File: config.mk
export PLATFORM = sky130hd
export DESIGN_NAME = vsb_cmd_port
export DESIGN_NICKNAME = d
export VERILOG_FILES = /design/src/rtl/vsb_pkg.sv /design/src/rtl/vsb_ctrl.sv /design/src/rtl/vsb_dpath.sv /design/src/rtl/vsb_cmd_port.sv
export SDC_FILE = /design/constraint.sdc
export NUM_CORES = 1
export LEC_CHECK = 0
export BUFFER_PORTS_ARGS = -buffer_cell sky130_fd_sc_hd__buf_4
export CAP_MARGIN = 20
export CORE_ASPECT_RATIO = 0.5
export CORE_UTILIZATION = 42
export CTS_CLUSTER_DIAMETER = 120
export DETAILED_ROUTE_END_ITERATION = 10
export HOLD_SLACK_MARGIN = 0.15
export PLACE_DENSITY_LB_ADDON = 0.08
export SLEW_MARGIN = 30
export SYNTH_ARGS = -nofsm -noshare
export SYNTH_HDL_FRONTEND = slang
export SYNTH_SLANG_ARGS = --single-unit
File: constraint.sdc
create_clock -name clk -period 1.54 [get_ports clk]
set_input_delay 0 -clock clk [delete_from_list [all_inputs] [get_ports clk]]
set_output_delay 0 -clock clk [all_outputs]
set_load 0.1 [all_outputs]
File: src/rtl/vsb_pkg.sv
package vsb_pkg;
  typedef struct packed {
    logic startWr;   // open message
    logic contWr;    // append byte
    logic statusRd;  // status poll
    logic contRd;    // read of append offset
  } ctlStrb_t;
endpackage

File: src/rtl/vsb_ctrl.sv
module vsb_ctrl
  import vsb_pkg::*;
#(
  parameter int OFS_W = 12,
  parameter logic [OFS_W-1:0] START_OFS = 12'h360,
  parameter logic [OFS_W-1:0] CONT_OFS  = 12'h364
) (
  input  logic             wrEn,
  input  logic             rdEn,
  input  logic [OFS_W-1:0] regAddr,
  output ctlStrb_t         strb
);
  logic hitStart;
  logic hitCont;

  assign hitStart = (regAddr == START_OFS);
  assign hitCont  = (regAddr == CONT_OFS);

  always_comb begin
    strb          = '0;
    strb.startWr  = wrEn && hitStart;
    strb.contWr   = wrEn && hitCont;
    strb.statusRd = rdEn && hitStart && !wrEn;
    strb.contRd   = rdEn && hitCont;
  end
endmodule

File: src/rtl/vsb_dpath.sv
module vsb_dpath
  import vsb_pkg::*;
#(
  parameter int IDX_W      = 8,
  parameter int BUSY_POLLS = 10
) (
  input  logic             clk,
  input  logic             rstN,
  input  ctlStrb_t         strb,
  input  logic [31:0]      wrData,
  output logic [31:0]      rdData,
  output logic             byteValid,
  output logic [7:0]       byteAddr,
  output logic [IDX_W-1:0] byteIdx,
  output logic [7:0]       byteData
);
  localparam int CNT_W = $clog2(BUSY_POLLS + 1);
  localparam logic [CNT_W-1:0] CNT_LOAD = CNT_W'(BUSY_POLLS);
  localparam int BUSY_BIT = 31;

  logic             accept;
  logic [IDX_W-1:0] msgCount;
  logic [7:0]       devAddrQ;
  logic [CNT_W-1:0] busyCnt;
  logic             busyQ;
  logic             busyRead;
  logic [31:0]      statusWord;

  assign accept = strb.startWr || strb.contWr;

  // message indexing and address capture
  always_ff @(posedge clk) begin
    if (!rstN) begin
      msgCount  <= '0;
      devAddrQ  <= '0;
      byteValid <= 1'b0;
      byteAddr  <= '0;
      byteIdx   <= '0;
      byteData  <= '0;
    end else begin
      byteValid <= accept;
      if (strb.startWr) begin
        devAddrQ <= wrData[15:8];
        msgCount <= IDX_W'(1);
        byteAddr <= wrData[15:8];
        byteIdx  <= '0;
        byteData <= wrData[7:0];
      end else if (strb.contWr) begin
        msgCount <= msgCount + 1'b1;
        byteAddr <= devAddrQ;
        byteIdx  <= msgCount;
        byteData <= wrData[7:0];
      end
    end
  end

  // busy flag cleared by counting status polls
  always_ff @(posedge clk) begin
    if (!rstN) begin
      busyCnt <= '0;
      busyQ   <= 1'b0;
    end else if (accept) begin
      busyCnt <= CNT_LOAD;
      busyQ   <= 1'b1;
    end else if (strb.statusRd) begin
      if (busyCnt == '0) busyQ <= 1'b0;
      else               busyCnt <= busyCnt - 1'b1;
    end
  end

  assign busyRead = busyQ && (busyCnt != '0);

  always_comb begin
    statusWord           = '0;
    statusWord[BUSY_BIT] = busyRead;
  end

  assign rdData = strb.statusRd ? statusWord : 32'h0;

  // assertions
  p_start_idx_r2: assert property (@(posedge clk) disable iff (!rstN)
    strb.startWr |=> (byteValid && byteIdx == '0 && byteAddr == $past(wrData[15:8])));

  p_cont_addr_r3: assert property (@(posedge clk) disable iff (!rstN)
    (strb.contWr && !strb.startWr) |=> (byteValid && byteAddr == $past(devAddrQ)));

  p_accept_busy_r5: assert property (@(posedge clk) disable iff (!rstN)
    accept |=> (busyQ && busyCnt == CNT_LOAD));

  p_idle_cnt_r5: assert property (@(posedge clk) disable iff (!rstN)
    !busyQ |-> (busyCnt == '0));

  p_poll_dec_r5: assert property (@(posedge clk) disable iff (!rstN)
    (strb.statusRd && !accept && busyCnt != '0) |=> (busyCnt == $past(busyCnt) - 1'b1));

  p_poll_clear_r5: assert property (@(posedge clk) disable iff (!rstN)
    (strb.statusRd && !accept && busyCnt == '0) |=> !busyQ);

  p_cont_read_zero_r7: assert property (@(posedge clk) disable iff (!rstN)
    strb.contRd |-> (rdData == 32'h0));

  p_status_bits_r8: assert property (@(posedge clk) disable iff (!rstN)
    strb.statusRd |-> (rdData[30:0] == '0));

  p_no_accept_r9: assert property (@(posedge clk) disable iff (!rstN)
    !accept |=> !byteValid);
endmodule

File: src/rtl/vsb_cmd_port.sv
module vsb_cmd_port
  import vsb_pkg::*;
#(
  parameter int OFS_W      = 12,
  parameter int IDX_W      = 8,
  parameter int BUSY_POLLS = 10,
  parameter logic [OFS_W-1:0] START_OFS = 12'h360,
  parameter logic [OFS_W-1:0] CONT_OFS  = 12'h364
) (
  input  logic             clk,
  input  logic             rstN,
  input  logic             wrEn,
  input  logic             rdEn,
  input  logic [OFS_W-1:0] regAddr,
  input  logic [31:0]      wrData,
  output logic [31:0]      rdData,
  output logic             byteValid,
  output logic [7:0]       byteAddr,
  output logic [IDX_W-1:0] byteIdx,
  output logic [7:0]       byteData
);
  ctlStrb_t strb;

  vsb_ctrl #(
    .OFS_W(OFS_W), .START_OFS(START_OFS), .CONT_OFS(CONT_OFS)
  ) u_ctrl (
    .wrEn(wrEn), .rdEn(rdEn), .regAddr(regAddr), .strb(strb)
  );

  vsb_dpath #(
    .IDX_W(IDX_W), .BUSY_POLLS(BUSY_POLLS)
  ) u_dpath (
    .clk(clk), .rstN(rstN), .strb(strb), .wrData(wrData), .rdData(rdData),
    .byteValid(byteValid), .byteAddr(byteAddr), .byteIdx(byteIdx),
    .byteData(byteData)
  );
endmodule

# After elaboration in Yosys (flattened, before gate mapping)
# Index checks and enable logic that the tools add are counted.
[word_totals]
regBits = 46
latch_bits = 0
mem_bits_rw = 0
mem_bits_ro = 0
out_inout_bits = 57
n_memories = 0
[op_classes]
n_addsub = 2
mul = 0
div = 0
n_lt_le_gt_ge = 0
eq_ne = 3
shifts = 0
mux = 13
bitwise_logic = 2
n_reduce_logical = 17
[ops]
columns = ["op", "count"]
rows = [
  ["$mux 32", 1],
  ["$mux 8", 4],
  ["$eq 12x10->1 const B", 2],
  ["$mux 4", 3],
  ["$add 8x1->8 const B", 1],
  ["$reduce_and 2->1", 3],
  ["$reduce_bool 2->1", 3],
  ["$logic_and 1x1->1", 5],
  ["$mux 1", 5],
  ["$logic_not 4->1", 1],
  ["$reduce_bool 4->1", 1],
  ["$reduce_or 2->1", 2],
  ["$sub 4x1->4 const B", 1],
  ["$ne 2x1->1 const B", 1],
  ["$not 1->1", 2],
  ["$logic_not 1->1", 1],
  ["$logic_or 1x1->1", 1],
]

# Logic depth before layout (Yosys ltp)
# Gate-level depths: netlist (run 1).
[depth]
depth_word = 5
depth_mapped = 7
depth_no_buf = 6

# Modules after synthesis
# A second synthesis (run 1) with hierarchy kept.
[unflattened]
cells_unflattened = 237
area_unflattened_um2 = 2175.8
[modules_own_cells]
columns = ["mod", "instances", "cells_each", "area_per_inst_um2", "seq_area_each_um2"]
rows = [
  ["vsb_dpath", 1, 227, 2087.0, 920.9],
  ["vsb_ctrl", 1, 10, 88.8, 0.0],
]

# Least setup slack after synthesis (run 1)
# Ideal clock, no wire load.
[synth_path]
kind = "reg-to-output"
start = "register u_dpath.busyCnt[0]"
end = "output port rdData[31]"
t_arrival_ps = 1595
required_ps = 1540
path_slack_ps = -55
path_stages_with_launch = 6
cell_sequence = "dfxtp_1 inv_1 ha_1 nor3b_1 nor2_1 and2_1"
[synth_via]
elab_chain_len = 3
[synth_lines]
columns = ["element", "line", "source"]
rows = [
  ["from (decl)", "vsb_dpath.sv:24", "logic [CNT_W-1:0] busyCnt;"],
  ["from (signal assigned)", "vsb_dpath.sv:67", "else busyCnt <= busyCnt - 1'b1;"],
  ["$reduce_bool 4->1", "vsb_dpath.sv:71", "assign busyRead = busyQ && (busyCnt != '0);"],
  ["$logic_and 1x1->1", "vsb_dpath.sv:71", ""],
  ["$mux 32", "vsb_dpath.sv:78", "assign rdData = strb.statusRd ? statusWord : 32'h0;"],
  ["to (decl)", "vsb_cmd_port.sv:16", "output logic [31:0] rdData,"],
]
# Every way passes these cells.

# Worst setup path in the final report (run 1)
[layout_path]
start = "input port regAddr[1]"
end = "register u_dpath.byteValid"
[layout_via]
elab_chain_len = 3
[layout_lines]
columns = ["element", "line", "source"]
rows = [
  ["from (decl)", "vsb_cmd_port.sv:14", "input logic [OFS_W-1:0] regAddr,"],
  ["$eq 12x10->1, on equally long branches", "vsb_ctrl.sv:16, vsb_ctrl.sv:17", ""],
  ["$logic_and 1x1->1, on equally long branches", "vsb_ctrl.sv:21, vsb_ctrl.sv:22", ""],
  ["$logic_or 1x1->1 *", "vsb_dpath.sv:29", "assign accept = strb.startWr || strb.contWr;"],
  ["to (signal assigned)", "vsb_dpath.sv:41", "byteValid <= accept;"],
  ["to (decl)", "vsb_dpath.sv:12", "output logic byteValid,"],
]
# Mark *: on every way between the ends. The rest lies on a longest branch, timed or not.
# A chain may end at the register's enable or synchronous reset.

==> results.py, run 1 <==
metrics = {
    "outcome": {
        "run_status": "completed",
    },
    "synth": {
        "ys_types": 44,
        "synth_area_um2": 2340,
        "yosys_warnings": 0,
        "avgSynthCellArea_um2": 8.49,
        "ys_seq_elements": 46,
        "syn-instance-count": 275,
        "yosysSeqAreaShare": 0.394,
    },
    "clocking": {
        "clock_latency_ps": 290,
        "clk_pin_slew_worst_paths_ps": 80,
        "htreeDepth": 2,
        "root_buffer": "clkbuf_8",
        "clock_sinks": 46,
        "tritoncts": "yes",
        "numCtsBuffers": 5,
        "cts_buffer_depth": 2,
    },
    "setup_path": {
        "endpoint_kind": "flip-flop",
        "worstRegToRegCells": 6,
        "critPathMaxFanout": 2,
        "path_class": "in2reg",
        "crit_required_ps": 1770,
        "path_common_cell": "dlygate4sd3_1",
        "cp-start-kind": "input pin",
        "worstPathCellList": "buf_4 -> dlygate4sd3_1 -> nor4b_2 -> dlygate4sd3_1 -> nand3_1 -> nor2_1",
        "cp_slowest_cell": "dlygate4sd3_1",
        "critPathMaxStageDelay_ps": 590,
        "cp.arrival_ps": 1710,
    },
    "layout": {
        "fin_nets": 408,
        "seqCellArea_um2": 923,
        "multi_input_area_um2": 1210,
        "diodes": 0,
        "layout-drive-gt1-share": 0.259,
        "final_util": 0.615,
        "num-fill-cells": 460,
        "stdcell_area_um2": 3160,
        "syn_to_final_growth_pct": 35.3,
    },
    "placed_design": {
        "gp_congestion": 0.791,
        "dpl_cell_area_um2": 2700,
        "io_buffers": 57,
        "dpl.hpwl_mm": 3.45,
    },
    "timing": {
        "post-route-period-util": 0.957,
        "fin_skew_ps": 4.29,
        "drv_slew": 0,
        "clock.fmax_mhz": 679,
        "finalHoldViolCount": 0,
        "finalSetupViolCount": 0,
        "hold_slack_ps": 158,
        "finalCriticalPeriod_ps": 1470,
    },
    "power_and_ir_drop": {
        "p_leak_nw": 1.29,
        "ir_drop_uv": 399,
        "p_per_area_nw_per_um2": 826,
        "fin_total_pwr_mw": 2.61,
    },
    "die": {
        "die_x_um": 107,
        "start_util": 0.455,
        "num_rows": 18,
        "die_area_um2": 5880,
        "core_area_um2": 5130,
        "boundaryPins": 105,
        "dieHeight_um": 54.7,
    },
    "routing": {
        "finalWirelength_mm": 5.38,
        "vias": 2164,
        "ant_nets": 0,
        "dr.first_iter.drc_count": 119,
        "drc": 0,
        "firstDrtPassIters": 4,
        "vias_per_cell": 5.04,
        "post_drt_wl_per_cell_um": 12.5,
    },
    "global_route": {
        "grt_max_degree": 37,
        "grt_pass1_wl_mm": 8.54,
        "met3_usage": 0.0429,
        "antenna_found_initial": 0,
        "grt_pass1_vias": 1848,
        "gr-total-overflow": 0,
        "grt_usage": 0.188,
        "top_usage_layer": "met2",
        "use_met1": 0.244,
        "grt_util_met2": 0.328,
    },
    "min_path": {
        "worstHoldPathType": "in2reg",
        "holdPathStages": 4,
    },
    "flow_run": {
        "max_cap_violations": 0,
    },
}
[cell families after synthesis]
kind of cell / share of synthesized area
flip-flops: 0.394
multiplexers: 0.0386
AO/OA/AOI/OAI: 0.181
adder cells (fa/ha/maj): 0.0107
buffers and inverters: 0.153
other: 0.00161
AND/OR/NAND/NOR: 0.221
[critical path: cells and delay by family]
family	cells	cell delay [ps]
buffers and inverters	3	1280
and+or+nand+nor	3	420
[Yosys cell counts, drive strengths merged]
library cell / n / area share
a31oi: 3 / 0.0080
o21ai: 14 / 0.030
ha: 2 / 0.011
o22ai: 2 / 0.0054
and4: 1 / 0.0038
o21a: 1 / 0.0032
inv: 4 / 0.0064
o211ai: 9 / 0.029
nor2: 13 / 0.021
o31a: 1 / 0.0038
nor4b: 1 / 0.0038
buf: 41 / 0.13
nor3: 1 / 0.0070
o41ai: 1 / 0.0070
or4: 1 / 0.0032
nor2b: 1 / 0.0027
o32ai: 1 / 0.0070
and4bb: 2 / 0.011
a21oi: 25 / 0.054
conb: 1 / 0.0016
and2: 1 / 0.0027
or2: 3 / 0.0091
or3: 4 / 0.011
mux2i: 9 / 0.039
nand4: 7 / 0.024
a2bb2oi: 1 / 0.0038
nor4: 1 / 0.0027
nor3b: 2 / 0.0086
nand2b: 2 / 0.0054
nand2: 40 / 0.064
nand4b: 1 / 0.0038
nor4bb: 1 / 0.0043
or3b: 1 / 0.0038
clkbuf: 9 / 0.014
a211oi: 8 / 0.030
nand3: 14 / 0.030
dfxtp: 46 / 0.39
[power by group]
part,total [mW],switching (mW),internal (mW)
clock network,0.877,0.391,0.486
logic,0.546,0.421,0.125
registers,1.19,0.000110,1.19
total,2.61,0.812,1.80
[metrics by stage]
stage	setup WS [ps]	cells	setup TNS [ps]
floorplan	91.9	305	0
finish	66.3	429	0
detailed placement	-8.87	390	-8.87
global route	-0.911	429	-0.911
CTS	26.5	429	0
global placement	43.7	390	0
[sequential cells by signal, summed over array words and instances, names as in the netlist]
signal,cells
u_dpath.byteAddr,8
u_dpath.byteData,8
u_dpath.byteIdx,8
u_dpath.devAddrQ,8
u_dpath.msgCount,8
u_dpath.busyCnt,4
u_dpath.busyQ,1
u_dpath.byteValid,1
[worst paths after layout]
check,end,slack (ps),start
worst min-delay path,u_dpath.msgCount[6]$_SDFFE_PP0P_,160,regAddr[2]
worst min register to register,u_dpath.byteIdx[6]$_SDFFE_PP0P_,450,u_dpath.byteIdx[6]$_SDFFE_PP0P_
worst max register to register,u_dpath.busyCnt[1]$_SDFFE_PN0P_,110,u_dpath.busyCnt[0]$_SDFFE_PP0P_
worst max-delay path,u_dpath.byteValid$_SDFF_PN0_,70,regAddr[1]
[routing by layer]
metal  part of all wire  wire (um)
met5                  0          0
met1               0.48       2560
met4             0.0056         30
met3              0.063        338
met2               0.46       2450
[layout make-up]
cell class,instances,share of cell area
Clock inverter,1,0.00950
Tap cell,70,0.0277
Inverter,4,0.00475
Timing Repair Buffer,96,0.260
Multi-Input combinational cell,205,0.382
Sequential cell,46,0.292
Clock buffer,7,0.0241
[layout by cell type, fill, tap and decap left out, drive strengths merged, types with 3 or more instances in the layout]
master and n:
o211ai 9, or2 3, conb 31, clkbuf 7, nand2 40, dfxtp 46
o21ai 14, nand3 14, buf 66, inv 4, a31oi 3, a211oi 8
mux2i 9, dlygate4sd3 30, a21oi 25, nand4 7, or3 4, nor2 13
[what timing repair did]
| action | in CTS | in global routing |
|---|---|---|
| endpoints found under the hold margin | 43 | 0 |
| buffers inserted | 1 | 0 |
| resized for setup | 9 | 6 |
| endpoints found under the setup margin | 2 | 3 |
| hold buffers | 30 | 0 |
| pin swaps | 3 | 1 |
No activity file was read; power rests on OpenSTA's default activity.
==> inputs of run 2 (changes only) <==
Settings changed: BUFFER_PORTS_ARGS -buffer_cell sky130_fd_sc_hd__buf_4 to -buffer_cell sky130_fd_sc_hd__buf_2.
==> results.py, run 2 (synthesis gave the netlist of run 1 again) <==
metrics = {
    "placed_design": {
        "dpl_cell_area_um2": 2580,
        "place_ws_ps": -13.4,
        "dpl.cell_count": 392,
        "gp_congestion": 0.794,
        "io_buffers": 57,
        "dpl.hpwl_mm": 3.55,
    },
    "routing": {
        "drc": 0,
        "vias_per_cell": 4.96,
        "dr.first_iter.drc_count": 85,
        "vias": 2067,
        "post_drt_wl_per_cell_um": 12.2,
        "ant_nets": 0,
        "firstDrtPassIters": 4,
        "finalWirelength_mm": 5.08,
    },
    "setup_path": {
        "ff2ff_setup_slack_ps": 90,
        "cp_slowest_cell": "dlygate4sd3_1",
        "r2r-start": "u_dpath.busyCnt[1]$_SDFFE_PN0P_",
        "worstRegToRegCells": 6,
        "path_common_cell": "dlygate4sd3_1",
        "path_class": "in2reg",
        "worstPathCellList": "buf_2 -> dlygate4sd3_1 -> nor4b_1 -> dlygate4sd3_1 -> nand3_1 -> nor2_1",
        "crit_required_ps": 1770,
        "critPathMaxFanout": 2,
        "r2r_end": "u_dpath.busyCnt[1]$_SDFFE_PN0P_",
        "cp-start-kind": "input pin",
        "critPathMaxStageDelay_ps": 600,
        "cp.arrival_ps": 1690,
        "endpoint_kind": "flip-flop",
    },
    "die": {
        "num_rows": 18,
        "dieHeight_um": 54.7,
        "boundaryPins": 105,
        "die_x_um": 107,
        "start_util": 0.455,
        "core_area_um2": 5130,
        "die_area_um2": 5880,
    },
    "timing": {
        "post-route-period-util": 0.949,
        "final_critical_path_setup_slack_ps": 78.4,
        "fin_skew_ps": 7.86,
        "finalSetupViolCount": 0,
        "rsz0062_at_grt": "false",
        "finalCriticalPeriod_ps": 1460,
        "drv_slew": 0,
        "finalHoldViolCount": 0,
        "clock.fmax_mhz": 684,
        "tns_ps": 0,
    },
    "layout": {
        "seqCellArea_um2": 923,
        "num-fill-cells": 485,
        "fin_nets": 398,
        "final_common_cell": "buf_2",
        "diodes": 0,
        "syn_to_final_growth_pct": 23.8,
        "stdcell_count": 417,
        "layout_common_cells": "buf_2, dfxtp_1, nand2_1, conb_1, a21oi_1",
        "stdcell_area_um2": 2890,
        "layout-drive-gt1-share": 0.262,
        "multi_input_area_um2": 1200,
    },
    "global_route": {
        "grt_max_degree": 37,
        "grt_pass1_vias": 1721,
        "antenna_found_initial": 0,
        "grt_usage": 0.176,
        "gr-total-overflow": 0,
        "grt_pass1_wl_mm": 7.96,
    },
    "power_and_ir_drop": {
        "p_sw_mw": 0.791,
        "intPower_mw": 1.62,
        "ir_drop_uv": 384,
        "pwr-share-comb": 0.209,
        "pwr-share-seq": 0.492,
        "p_leak_nw": 1.23,
        "swShare": 0.327,
        "p_clk_frac": 0.299,
        "p_per_area_nw_per_um2": 835,
    },
    "clocking": {
        "numCtsBuffers": 5,
        "clock_latency_ps": 290,
        "tritoncts": "yes",
        "htreeDepth": 2,
        "cts_setup_buffers": 0,
        "clock_sinks": 46,
        "clk_pin_slew_worst_paths_ps": 80,
        "cts_buffer_depth": 2,
        "root_buffer": "clkbuf_8",
    },
    "flow_run": {
        "max_cap_violations": 0,
    },
    "min_path": {
        "holdPathStages": 5,
        "worstHoldPathType": "in2reg",
        "min-delay-start": "regAddr[3]",
        "hold_path_end": "u_dpath.busyCnt[2]$_SDFFE_PP0P_",
    },
    "outcome": {
        "run_status": "completed",
    },
}
==> run 2: changes by cell type in the layout (fill, tap and decap cells not counted), moves of 2 or more <==
cell,delta
inv_2,-2
dlygate4sd3_1,-11
inv_1,+2
clkbuf_1,-2
buf_4,-55
buf_2,+55
==> run 2: final cells by class <==
type                            count  area share
Sequential cell                    46       0.319
Inverter                            4     0.00519
Multi-Input combinational cell    205       0.414
Tap cell                           70      0.0303
Clock buffer                        6      0.0286
Timing Repair Buffer               86       0.203
==> run 2: how the worst max path moves through the flow <==
stage                                 endpoint  cells past startpoint                       startpoint  slack (ps)
6_report          u_dpath.byteValid$_SDFF_PN0_                      6                       regAddr[3]          80
3_5_place_dp   u_dpath.busyCnt[1]$_SDFFE_PN0P_                      6  u_dpath.busyCnt[0]$_SDFFE_PP0P_         -10
3_3_place_gp   u_dpath.busyCnt[1]$_SDFFE_PN0P_                      6  u_dpath.busyCnt[0]$_SDFFE_PP0P_          40
2_1_floorplan  u_dpath.busyCnt[1]$_SDFFE_PN0P_                      6  u_dpath.busyCnt[0]$_SDFFE_PP0P_          90
5_1_grt                             rdData[31]                      6  u_dpath.busyCnt[0]$_SDFFE_PP0P_           4
4_1_cts                             rdData[31]                      6  u_dpath.busyCnt[0]$_SDFFE_PP0P_          30
==> run 2: power groups by stage <==
stage	Clock (mW)	Combinational (mW)	Sequential [mW]
final	0.722	0.505	1.19
after global routing	0.789	0.528	1.19
after CTS	0.744	0.503	1.19
after detailed placement	0	0.465	1.22
after global placement	0	0.463	1.22
after floorplan	0	0.460	1.22
==> run 2: timing repair <==
action,4_1_cts,5_1_grt
pin swaps,2,2
endpoints found under the setup margin,2,2
hold buffers,20,0
resized for setup,6,4
cloned,0,0
endpoints found under the hold margin,33,0
==> run 2: metrics by stage <==
step                 util  hold slack [ps]  total power, mW
floorplan               -              140             1.68
global placement    0.503              244             1.68
detailed placement  0.503              255             1.68
CTS                 0.561              177             2.43
global route        0.563              203             2.51
finish              0.563              196             2.42
==> run 2: worst max-delay path: cells and delay by family <==
| family | cells | cell delay, ps |
|---|---|---|
| AND/OR/NAND/NOR | 3 | 410 |
| buffers and inverters | 3 | 1280 |
==> run 2: layer usage <==
| layer | wire (um) | part of all wire | track usage |
|---|---|---|---|
| met1 | 2600 | 0.51 | 0.229 |
| met5 | 0 | 0 | 0 |
| met2 | 2170 | 0.43 | 0.309 |
| met3 | 312 | 0.061 | 0.0393 |
| met4 | 0 | 0 | 0.0342 |
